<file path="config.mk">
export PLATFORM = sky130hd
export DESIGN_NAME = scalar_core
export DESIGN_NICKNAME = d
export VERILOG_FILES = /design/src/rtl/core_pkg.sv /design/src/rtl/core_main_dec.sv /design/src/rtl/core_alu_dec.sv /design/src/rtl/core_alu.sv /design/src/rtl/core_regfile.sv /design/src/rtl/scalar_core.sv
export SDC_FILE = /design/constraint.sdc
export NUM_CORES = 2
export LEC_CHECK = 0
export BUFFER_PORTS_ARGS = -buffer_cell sky130_fd_sc_hd__buf_4
export CAP_MARGIN = 5
export CELL_PAD_IN_SITES_DETAIL_PLACEMENT = 1
export CELL_PAD_IN_SITES_GLOBAL_PLACEMENT = 1
export CORE_MARGIN = 2
export CORE_UTILIZATION = 57
export CTS_CLUSTER_DIAMETER = 150
export DETAILED_ROUTE_END_ITERATION = 7
export PLACE_DENSITY = 0.86
export SYNTH_ARGS = -nofsm -noshare
export SYNTH_HDL_FRONTEND = slang
export SYNTH_SLANG_ARGS = --single-unit
export TNS_END_PERCENT = 10
</file>
<file path="constraint.sdc">
create_clock -name clk -period 17.7 [get_ports clk]
set_clock_uncertainty 0.15 [all_clocks]
set_input_delay 1.77 -clock clk [delete_from_list [all_inputs] [get_ports clk]]
set_output_delay 1.77 -clock clk [all_outputs]
set_load 0.02 [all_outputs]
</file>
<file path="src/rtl/core_pkg.sv">
package core_pkg;

    localparam int XLEN   = 32;
    localparam int NREGS  = 32;
    localparam int RIDX_W = $clog2(NREGS);

    localparam logic [5:0] OP_RTYPE = 6'h00;
    localparam logic [5:0] OP_LOAD  = 6'h23;
    localparam logic [5:0] OP_STORE = 6'h2B;
    localparam logic [5:0] OP_BEQ   = 6'h04;
    localparam logic [5:0] OP_JUMP  = 6'h02;

    localparam logic [5:0] FN_ADD = 6'h20;
    localparam logic [5:0] FN_SUB = 6'h22;
    localparam logic [5:0] FN_AND = 6'h24;
    localparam logic [5:0] FN_OR  = 6'h25;
    localparam logic [5:0] FN_SLT = 6'h2A;

    typedef enum logic [1:0] {
        CLS_ADD   = 2'b00,
        CLS_SUB   = 2'b01,
        CLS_FUNCT = 2'b10
    } alu_class_e;

    typedef enum logic [2:0] {
        ACT_AND = 3'b000,
        ACT_OR  = 3'b001,
        ACT_ADD = 3'b010,
        ACT_SUB = 3'b110,
        ACT_SLT = 3'b111
    } alu_ctl_e;

    typedef struct packed {
        logic       dst_rd;
        logic       src_imm;
        logic       wb_mem;
        logic       reg_we;
        logic       mem_re;
        logic       mem_we;
        logic       is_branch;
        logic       is_jump;
        alu_class_e alu_class;
    } ctrl_t;

    function automatic logic [XLEN-1:0] sext16(input logic [15:0] v);
        return {{(XLEN-16){v[15]}}, v};
    endfunction

endpackage

</file>
<file path="src/rtl/core_main_dec.sv">
module core_main_dec
    import core_pkg::*;
(
    input  logic [5:0] opcode,
    output ctrl_t      ctrl
);
    always_comb begin
        ctrl = '0;
        ctrl.alu_class = CLS_ADD;
        unique case (opcode)
            OP_RTYPE: begin
                ctrl.dst_rd    = 1'b1;
                ctrl.reg_we    = 1'b1;
                ctrl.alu_class = CLS_FUNCT;
            end
            OP_LOAD: begin
                ctrl.src_imm = 1'b1;
                ctrl.wb_mem  = 1'b1;
                ctrl.reg_we  = 1'b1;
                ctrl.mem_re  = 1'b1;
            end
            OP_STORE: begin
                ctrl.src_imm = 1'b1;
                ctrl.mem_we  = 1'b1;
            end
            OP_BEQ: begin
                ctrl.is_branch = 1'b1;
                ctrl.alu_class = CLS_SUB;
            end
            OP_JUMP: begin
                ctrl.is_jump = 1'b1;
            end
            default: ctrl = '0;
        endcase
    end
endmodule

</file>
<file path="src/rtl/core_alu_dec.sv">
module core_alu_dec
    import core_pkg::*;
(
    input  alu_class_e cls,
    input  logic [5:0] funct,
    output alu_ctl_e   ctl
);
    always_comb begin
        ctl = ACT_ADD;
        case (cls)
            CLS_ADD: ctl = ACT_ADD;
            CLS_SUB: ctl = ACT_SUB;
            CLS_FUNCT: begin
                case (funct)
                    FN_ADD:  ctl = ACT_ADD;
                    FN_SUB:  ctl = ACT_SUB;
                    FN_AND:  ctl = ACT_AND;
                    FN_OR:   ctl = ACT_OR;
                    FN_SLT:  ctl = ACT_SLT;
                    default: ctl = ACT_ADD;
                endcase
            end
            default: ctl = ACT_ADD;
        endcase
    end
endmodule

</file>
<file path="src/rtl/core_alu.sv">
module core_alu
    import core_pkg::*;
#(
    parameter int W = XLEN
) (
    input  logic [W-1:0] a,
    input  logic [W-1:0] b,
    input  alu_ctl_e     ctl,
    output logic [W-1:0] y,
    output logic         zero
);
    logic [2:0]   c;
    logic [W-1:0] b_eff;
    logic [W-1:0] sum;
    logic         ovf;

    always_comb begin
        c     = ctl;
        b_eff = c[2] ? ~b : b;
        sum   = a + b_eff + {{(W-1){1'b0}}, c[2]};
        ovf   = (a[W-1] == b_eff[W-1]) && (sum[W-1] != a[W-1]);
        case (c[1:0])
            2'b00:   y = a & b_eff;
            2'b01:   y = a | b_eff;
            2'b10:   y = sum;
            default: y = {{(W-1){1'b0}}, sum[W-1] ^ ovf};
        endcase
        zero = (y == '0);
    end
endmodule

</file>
<file path="src/rtl/core_regfile.sv">
module core_regfile
    import core_pkg::*;
#(
    parameter int N  = NREGS,
    parameter int W  = XLEN,
    localparam int AW = $clog2(N)
) (
    input  logic          clk,
    input  logic          rst,
    input  logic [AW-1:0] ra_a,
    input  logic [AW-1:0] ra_b,
    output logic [W-1:0]  rd_a,
    output logic [W-1:0]  rd_b,
    input  logic          we,
    input  logic [AW-1:0] wa,
    input  logic [W-1:0]  wd
);
    logic [W-1:0] regs_q [N];

    always_ff @(posedge clk) begin
        if (rst) begin
            for (int i = 0; i < N; i++) regs_q[i] <= '0;
        end else if (we && (wa != '0)) begin
            regs_q[wa] <= wd;
        end
    end

    assign rd_a = regs_q[ra_a];
    assign rd_b = regs_q[ra_b];


    zero_reg_chk: assert property (@(posedge clk) disable iff (rst)
        regs_q[0] == '0);
endmodule

</file>
<file path="src/rtl/scalar_core.sv">
module scalar_core
    import core_pkg::*;
(
    input  logic        clk,
    input  logic        rst,
    output logic [31:0] imem_addr,
    input  logic [31:0] imem_data,
    output logic [31:0] dmem_addr,
    output logic [31:0] dmem_wdata,
    input  logic [31:0] dmem_rdata,
    output logic        dmem_we,
    output logic        dmem_re
);
    logic [XLEN-1:0]   pc_q, pc_next, pc_plus4, br_tgt, jmp_tgt;
    logic [XLEN-1:0]   rs_val, rt_val, imm_ext, alu_b, alu_y, wb_data;
    logic [RIDX_W-1:0] rs_idx, rt_idx, rd_idx, wr_idx;
    logic              alu_zero, take_br;
    ctrl_t             ctrl;
    alu_ctl_e          alu_ctl;

    assign rs_idx  = imem_data[25:21];
    assign rt_idx  = imem_data[20:16];
    assign rd_idx  = imem_data[15:11];
    assign imm_ext = sext16(imem_data[15:0]);

    core_main_dec u_main (.opcode(imem_data[31:26]), .ctrl(ctrl));
    core_alu_dec  u_adec (.cls(ctrl.alu_class), .funct(imem_data[5:0]), .ctl(alu_ctl));

    core_regfile u_rf (
        .clk(clk), .rst(rst),
        .ra_a(rs_idx), .ra_b(rt_idx),
        .rd_a(rs_val), .rd_b(rt_val),
        .we(ctrl.reg_we), .wa(wr_idx), .wd(wb_data)
    );

    assign alu_b = ctrl.src_imm ? imm_ext : rt_val;

    core_alu u_alu (.a(rs_val), .b(alu_b), .ctl(alu_ctl), .y(alu_y), .zero(alu_zero));

    assign wr_idx  = ctrl.dst_rd ? rd_idx : rt_idx;
    assign wb_data = ctrl.wb_mem ? dmem_rdata : alu_y;

    assign pc_plus4 = pc_q + 32'd4;
    assign br_tgt   = pc_plus4 + {imm_ext[XLEN-3:0], 2'b00};
    assign jmp_tgt  = {pc_plus4[31:28], imem_data[25:0], 2'b00};
    assign take_br  = ctrl.is_branch & alu_zero;

    always_comb begin
        if (ctrl.is_jump)  pc_next = jmp_tgt;
        else if (take_br)  pc_next = br_tgt;
        else               pc_next = pc_plus4;
    end

    always_ff @(posedge clk) begin
        if (rst) pc_q <= '0;
        else     pc_q <= pc_next;
    end

    assign imem_addr  = pc_q;
    assign dmem_addr  = alu_y;
    assign dmem_wdata = rt_val;
    assign dmem_we    = ctrl.mem_we;
    assign dmem_re    = ctrl.mem_re;


    seq_pc_chk: assert property (@(posedge clk) disable iff (rst)
        (!ctrl.is_jump && !take_br) |=> (pc_q == $past(pc_q) + 32'd4));


    branch_pc_chk: assert property (@(posedge clk) disable iff (rst)
        take_br |=> (pc_q == $past(br_tgt)));


    jump_pc_chk: assert property (@(posedge clk) disable iff (rst)
        ctrl.is_jump |=> (pc_q[1:0] == 2'b00 && pc_q[31:28] == $past(pc_plus4[31:28])));


    store_no_wb_chk: assert property (@(posedge clk) disable iff (rst)
        dmem_we |-> !ctrl.reg_we);


    mem_excl_chk: assert property (@(posedge clk) disable iff (rst)
        !(dmem_we && dmem_re));
endmodule

</file>
# Word-level counts from Yosys, hierarchy flattened
# Memories as Yosys holds them, arrays and structs flattened.
# Index checks and enable logic that the tools add are counted.
dict set report totals {
  register_bits 32
  latchBits 0
  ram_bits 1024
  romBits 0
  in_bits 66
  out_inout_bits 98
  mem_count 1
}
# memory words width read_ports rd_clocked_by_memory_dff write_ports line_no
set mem_list {}
lappend mem_list {u_rf.regs_q 32 32 2 0 32 core_regfile.sv:18} ;# logic [W-1:0] regs_q [N];
dict set report classes {
  n_addsub 4
  multipliers 0
  div 0
  order_cmp 0
  eq_ne 14
  shift 0
  muxes 25
  bitwise 5
  n_reduce_logical 10
}
# op count
set ops {}
lappend ops {{2-to-1 mux 32 bit} 6}
lappend ops {{one-hot mux 32 bit (3 select lines)} 1}
lappend ops {{adder 32 bit} 2}
lappend ops {{== test 6 bit (second input constant)} 6}
lappend ops {{adder 32 x 1 -> 32 bit} 1}
lappend ops {{adder 32 x 3 -> 32 bit (second input constant)} 1}
lappend ops {{AND 32 bit} 1}
lappend ops {{logical NOT 32 bit} 1}
lappend ops {{inverter 32 bit} 1}
lappend ops {{bitwise OR 32 bit} 1}
lappend ops {{OR reduction 32 bit} 1}
lappend ops {{2-to-1 mux 1 bit} 13}
lappend ops {{one-hot mux 3 bit (4 select lines)} 1}
lappend ops {{2-to-1 mux 5 bit} 2}
lappend ops {{== test 6 x 2 -> 1 bit (second input constant)} 1}
lappend ops {{== test 6 x 3 -> 1 bit (second input constant)} 1}
lappend ops {{logical NOT 6 bit} 1}
lappend ops {{one-hot mux 3 bit (2 select lines)} 1}
lappend ops {{OR reduction 2 bit} 3}
lappend ops {{nonzero test 5 bit} 1}
lappend ops {{== test 2 x 1 -> 1 bit (second input constant)} 2}
lappend ops {{== test 2 bit (second input constant)} 2}
lappend ops {{one-hot mux 2 bit (2 select lines)} 1}
lappend ops {{logical AND 1 bit} 2}
lappend ops {{5 further kinds} 5}

# Depth between registers and ports, before layout
dict set report logic_depth {
  ltp_word 16
  mapped_depth 29
  depth_no_buf 25
}

# Cells and area by module
# From an unflattened synthesis, not the netlist that was laid out.
dict set report unflattened {
  hier_cells 5765
  area_unflattened_um2 64120.2
}
# module n_inst cells_each area_each_um2 seq_area_each_um2
set by_module_without_submodules {}
lappend by_module_without_submodules {core_regfile 1 4605 55888.6 30749.5}
lappend by_module_without_submodules {scalar_core 1 570 4282.9 600.6}
lappend by_module_without_submodules {core_alu 1 560 3714.8 0.0}
lappend by_module_without_submodules {core_alu_dec 1 15 118.9 0.0}
lappend by_module_without_submodules {core_main_dec 1 15 115.1 0.0}

# Worst setup path before layout
# OpenSTA, ideal clock, no wires.
dict set report synth_timing {
  path_kind {input port to output port}
  start {in imem_data[21]}
  end {out dmem_addr[31]}
  arrival_ns 7.598
  path_slack_ns 8.182
  path_stages 19
  n_path_buf 6
  path_cell_list {buf_2 buf_1 clkbuf_1 clkbuf_1 buf_1 mux4_2 mux4_2 mux2_2 ha_1 clkbuf_1 a21oi_1 o21ai_0 o21ai_0 a2111o_1 or2_2 o2111ai_1 a21boi_0 a211oi_1 a31oi_1}
}
dict set report synth_via {
  elab_chain_cells 4
  word_cells_on_any_way 6
}
# item line_no
set synth_lines {}
lappend synth_lines {{start: declaration} scalar_core.sv:7} ;# input logic [31:0] imem_data,
lappend synth_lines {{memory read (32 x 32 bit) (*)} -}
lappend synth_lines {{adder 32 bit} core_alu.sv:20} ;# sum = a + b_eff + {{(W-1){1'b0}}, c[2]};
lappend synth_lines {{adder 32 x 1 -> 32 bit} core_alu.sv:20}
lappend synth_lines {{one-hot mux 32 bit (3 select lines) (*)} core_alu.sv:22} ;# case (c[1:0])
lappend synth_lines {{end: declaration} scalar_core.sv:8} ;# output logic [31:0] dmem_addr,
# Every way passes the cells marked *; elsewhere a longest branch is shown, timed or not.

# Worst setup path in the final report
dict set report layout_timing {
  start {in imem_data[21]}
  end {reg pc_q[11], in the netlist imem_addr[11]}
}
dict set report layout_via {
  elab_chain_cells 11
  word_cells_on_any_way 14
}
# item line_no
set layout_lines {}
lappend layout_lines {{memory read (32 x 32 bit) (*)} -}
lappend layout_lines {{adder 32 bit} core_alu.sv:20}
lappend layout_lines {{adder 32 x 1 -> 32 bit} core_alu.sv:20}
lappend layout_lines {{!= test 1 bit} core_alu.sv:21} ;# ovf = (a[W-1] == b_eff[W-1]) && (sum[W-1] != a[W-1]);
lappend layout_lines {{logical AND 1 bit} core_alu.sv:21}
lappend layout_lines {{bitwise XOR 1 bit} core_alu.sv:26} ;# default: y = {{(W-1){1'b0}}, sum[W-1] ^ ovf};
lappend layout_lines {{one-hot mux 32 bit (3 select lines) (*)} core_alu.sv:22}
lappend layout_lines {{logical NOT 32 bit (*)} core_alu.sv:28} ;# zero = (y == '0);
lappend layout_lines {{AND 1 bit (*)} scalar_core.sv:46} ;# assign take_br = ctrl.is_branch & alu_zero;
lappend layout_lines {{2-to-1 mux 32 bit (*)} scalar_core.sv:50} ;# else if (take_br) pc_next = br_tgt;
lappend layout_lines {{2-to-1 mux 32 bit (*)} scalar_core.sv:49} ;# if (ctrl.is_jump) pc_next = jmp_tgt;
lappend layout_lines {{end signal: assignment} scalar_core.sv:56} ;# else pc_q <= pc_next;
lappend layout_lines {{end: declaration} scalar_core.sv:14} ;# logic [XLEN-1:0] pc_q, pc_next, pc_plus4, br_tgt, jmp_tgt;
# Marked as above.
# A chain may end at the register's enable or synchronous reset.

==> results.py <==
metrics = {
    "status": {
        "status": "complete, no violations",
    },
    "yosys": {
        "synthFlopType": "edfxtp_1",
        "yosys_register_bits": 1054,
        "synth_area_mm2": 0.05956,
        "synth_top_cell_area_share": 0.5162,
        "syn_area_per_cell_um2": 13.73,
        "ys_seq_area_frac": 0.5263,
        "yosysWarnings": 0,
        "synth_area_leader_cell": "edfxtp_1",
        "synth_cell_types": 82,
        "ys_top_cells_by_area": "edfxtp_1, mux4_2, nor2_1",
        "synthCells": 4337,
        "synth_edf_count": 1024,
        "async_reset_ff_frac": 0,
    },
    "die": {
        "die_w_um": 327.3,
        "die_area_mm2": 0.1071,
        "core_mm2": 0.1036,
        "initial_core_util": 0.5747,
        "io_pins": 164,
        "rows": 118,
        "fp.dieH_um": 327.3,
    },
    "placement": {
        "place_area_mm2": 0.06244,
        "place_hpwl_um": 138300,
        "place.gp.congestion": 0.9554,
        "io_buffers": 161,
    },
    "worst_setup_path": {
        "crit_arrival_ns": 11.29,
        "critPathMaxFanout": 63,
        "ff2ff_path_depth": 19,
        "worst-path-buf-inv": 4,
        "cp_cell_sequence": "buf_8, buf_4, buf_4, mux4_2, mux4_2, mux2_2, ha_1, a2111oi_0, o21ai_0, and3_1, o31ai_1, a31oi_1, mux2_2, nor3_1, inv_1, or4b_1, or4_1, or4b_2, mux2i_1, a211oi_1",
        "reg2reg_to": "imem_addr[11]$_SDFF_PP0_",
        "start_kind": "primary input",
        "critPathSlowestCell": "or4b_2",
        "crit_type": "in -> reg",
        "reg2reg_from": "u_rf.regs_q[31][3]$_SDFFCE_PN0P_",
        "r2r_slack_ns": 9.15,
        "end_kind": "flop",
        "cp_top_family": "simple AND/OR/NAND/NOR gates",
        "critical_path.max_stage_delay_ns": 1.12,
        "cp_data_required_time_ns": 18.13,
    },
    "power": {
        "p_leak_uw": 0.02381,
        "power_density_mw_per_mm2": 106.4,
        "ir_worst_vdd_v": 0.0001151,
    },
    "timing": {
        "min_period_over_period": 0.6133,
        "timing.setup.tns_ns": 0,
        "grt_setup_unrepaired": "false",
        "relSlewSlack": 0.1180,
        "period_minus_slack_ns": 10.85,
        "finalHoldViolCount": 0,
        "max_freq_mhz": 92.13,
        "finalMaxSlewViolations": 0,
        "setup_viol": 0,
        "worst_slew_pin_slew_ns": 1.295,
    },
    "detailed_routing": {
        "wl_um": 236100,
        "dr_total_vias": 44804,
        "drc_errors": 0,
        "postRouteAntennaNets": 0,
        "drt-wirelength-per-cell_um": 40.62,
        "drtPass1Iterations": 8,
        "drt_iter0_markers": 7413,
        "via_per_inst": 7.706,
    },
    "final_layout": {
        "area_delta_synth_final_pct": 10.80,
        "drive_gt1_frac": 0.2780,
        "nets": 4503,
        "fin_area_mm2": 0.06599,
        "final_common_cell": "nor2_1",
        "nFillCells": 9553,
        "layout_common_cells": "nor2_1, edfxtp_1, mux4_2, buf_4, clkbuf_16",
    },
    "cts": {
        "path_clk_slew_ns": 0.06,
        "ctsHoldBuffers": 0,
        "cts_buffers": 110,
        "tritoncts": "yes",
        "postCtsSetupBuffers": 0,
        "clock_latency_ns": 0.75,
        "ctsResizeCount": 0,
        "root_buffer": "clkbuf_16",
        "cts.sinks": 1054,
        "cts_buffer_depth": 3,
        "cts.htree.levels": 3,
    },
    "grt": {
        "grt_pass1_wl_um": 336000,
        "grt_max_degree": 110,
        "grt_overflow": 0,
        "grt_pass1_vias": 46951,
        "grt_use_total": 0.4429,
        "grt_antenna_before_repair": 8,
    },
    "hold_path": {
        "hold_path.class": "reg -> reg",
        "min_to": "imem_addr[27]$_SDFF_PP0_",
        "hp-start": "imem_addr[27]$_SDFF_PP0_",
        "min_path_cells": 3,
    },
    "job": {
        "maxCapViolCount": 0,
    },
}
==> per-layer routing <==
metal,wire length (um),GRT usage,vias up
met1,73350,0.5351,22469
met5,40,0,-
met4,23240,0.3594,6
li1,-,-,16524
met2,108900,0.6821,4519
met3,30660,0.1097,1286
==> synth_stat cells (all sizes together), types with 5 or more instances <==
master / number
o22ai: 7
ha: 96
a211oi: 36
and4: 6
nand3: 32
or2: 6
dfxtp: 30
o311ai: 5
mux2: 64
o211ai: 18
nand2b: 44
mux2i: 85
nor2: 1098
buf: 66
o31ai: 10
a211o: 5
nand4: 25
a2111oi: 5
o21bai: 10
a21o: 36
o21ai: 73
nor4: 7
a311oi: 5
nand3b: 11
nand2: 120
or3: 11
a31oi: 12
nor2b: 9
or4: 5
o21a: 10
clkbuf: 349
xor2: 19
mux4: 629
a21oi: 73
and3: 16
inv: 97
nor3: 15
and2: 23
edfxtp: 1024
xnor2: 82
==> how the worst max path moves through the flow <==
stage | end | slack, ns | from | cells after the start
global placement | imem_addr[15]$_SDFF_PP0_ | 6.61 | imem_data[21] | 20
floorplan | dmem_addr[31] | 8.18 | imem_data[21] | 19
global route | imem_addr[16]$_SDFF_PP0_ | 6.31 | imem_data[21] | 20
detailed placement | imem_addr[16]$_SDFF_PP0_ | 6.30 | imem_data[21] | 20
CTS | imem_addr[16]$_SDFF_PP0_ | 7.02 | imem_data[21] | 20
finish | imem_addr[11]$_SDFF_PP0_ | 6.85 | imem_data[21] | 20
==> per-stage QoR <==
step / hold slack, ns / setup slack, ns / instances / total power (uW) / utilization
6_report: 0.5290 / 6.845 / 5814 / 7021 / 0.6367
2_1_floorplan: 0.5603 / 8.182 / 4370 / 3927 / -
3_3_place_gp: 0.5046 / 6.606 / 5607 / 4546 / 0.6025
3_5_place_dp: 0.5044 / 6.302 / 5607 / 4605 / 0.6025
4_1_cts: 0.5316 / 7.021 / 5811 / 6940 / 0.6367
5_1_grt: 0.5715 / 6.312 / 5812 / 7129 / 0.6367
==> worst reg2reg max path: stages (launching register included) <==
cell       delay (ns)
edfxtp_1         0.42
mux4_2           0.51
mux4_2           0.67
mux2_2           0.37
mux2i_1          0.24
xnor2_1          0.14
ha_1             0.29
a2111oi_0        0.65
o21ai_0          0.40
and3_1           0.29
o31ai_1          0.47
a31oi_1          0.20
mux2_2           0.31
nor3_1           0.53
inv_1            0.16
or4b_1           0.53
or4_1            0.41
or4b_2           1.12
mux2i_1          0.45
a211oi_1         0.11
==> cell families after synthesis <==
kind of cell,count (synthesis),share of synthesized area
xor gates and xnor gates,101,0.01485
other,1,0.00006296
buffers and inverters,512,0.03313
muxes,778,0.2643
DFF,1054,0.5263
AOI/OAI and AO/OA,349,0.03945
adders and majority gates,98,0.02084
and+or+nand+nor,1444,0.1011
==> state kept, by name, summed over array words and instances (netlist names) <==
register,cells
imem_addr,30
u_rf.regs_q,1024
==> report_power, final <==
group          switching (uW)  internal (uW)  leakage (uW)  total, uW
logic                    1220            545        0.0113       1770
registers                60.3           2820        0.0108       2880
clock network            1070           1310       0.00173       2370
==> area by class of cell <==
cell class	count	area, um2	share of cell area
Multi-Input combinational cell	2804	26890	0.4074
Clock inverter	77	704.4	0.01067
Antenna cell	3	7.507	0.0001138
Timing Repair Buffer	272	2117	0.03208
Tap cell	1380	1727	0.02616
Clock buffer	127	2838	0.04300
Inverter	97	364.1	0.005517
Sequential cell	1054	31350	0.4750
Note: power is estimated with default switching activity, not from simulation.
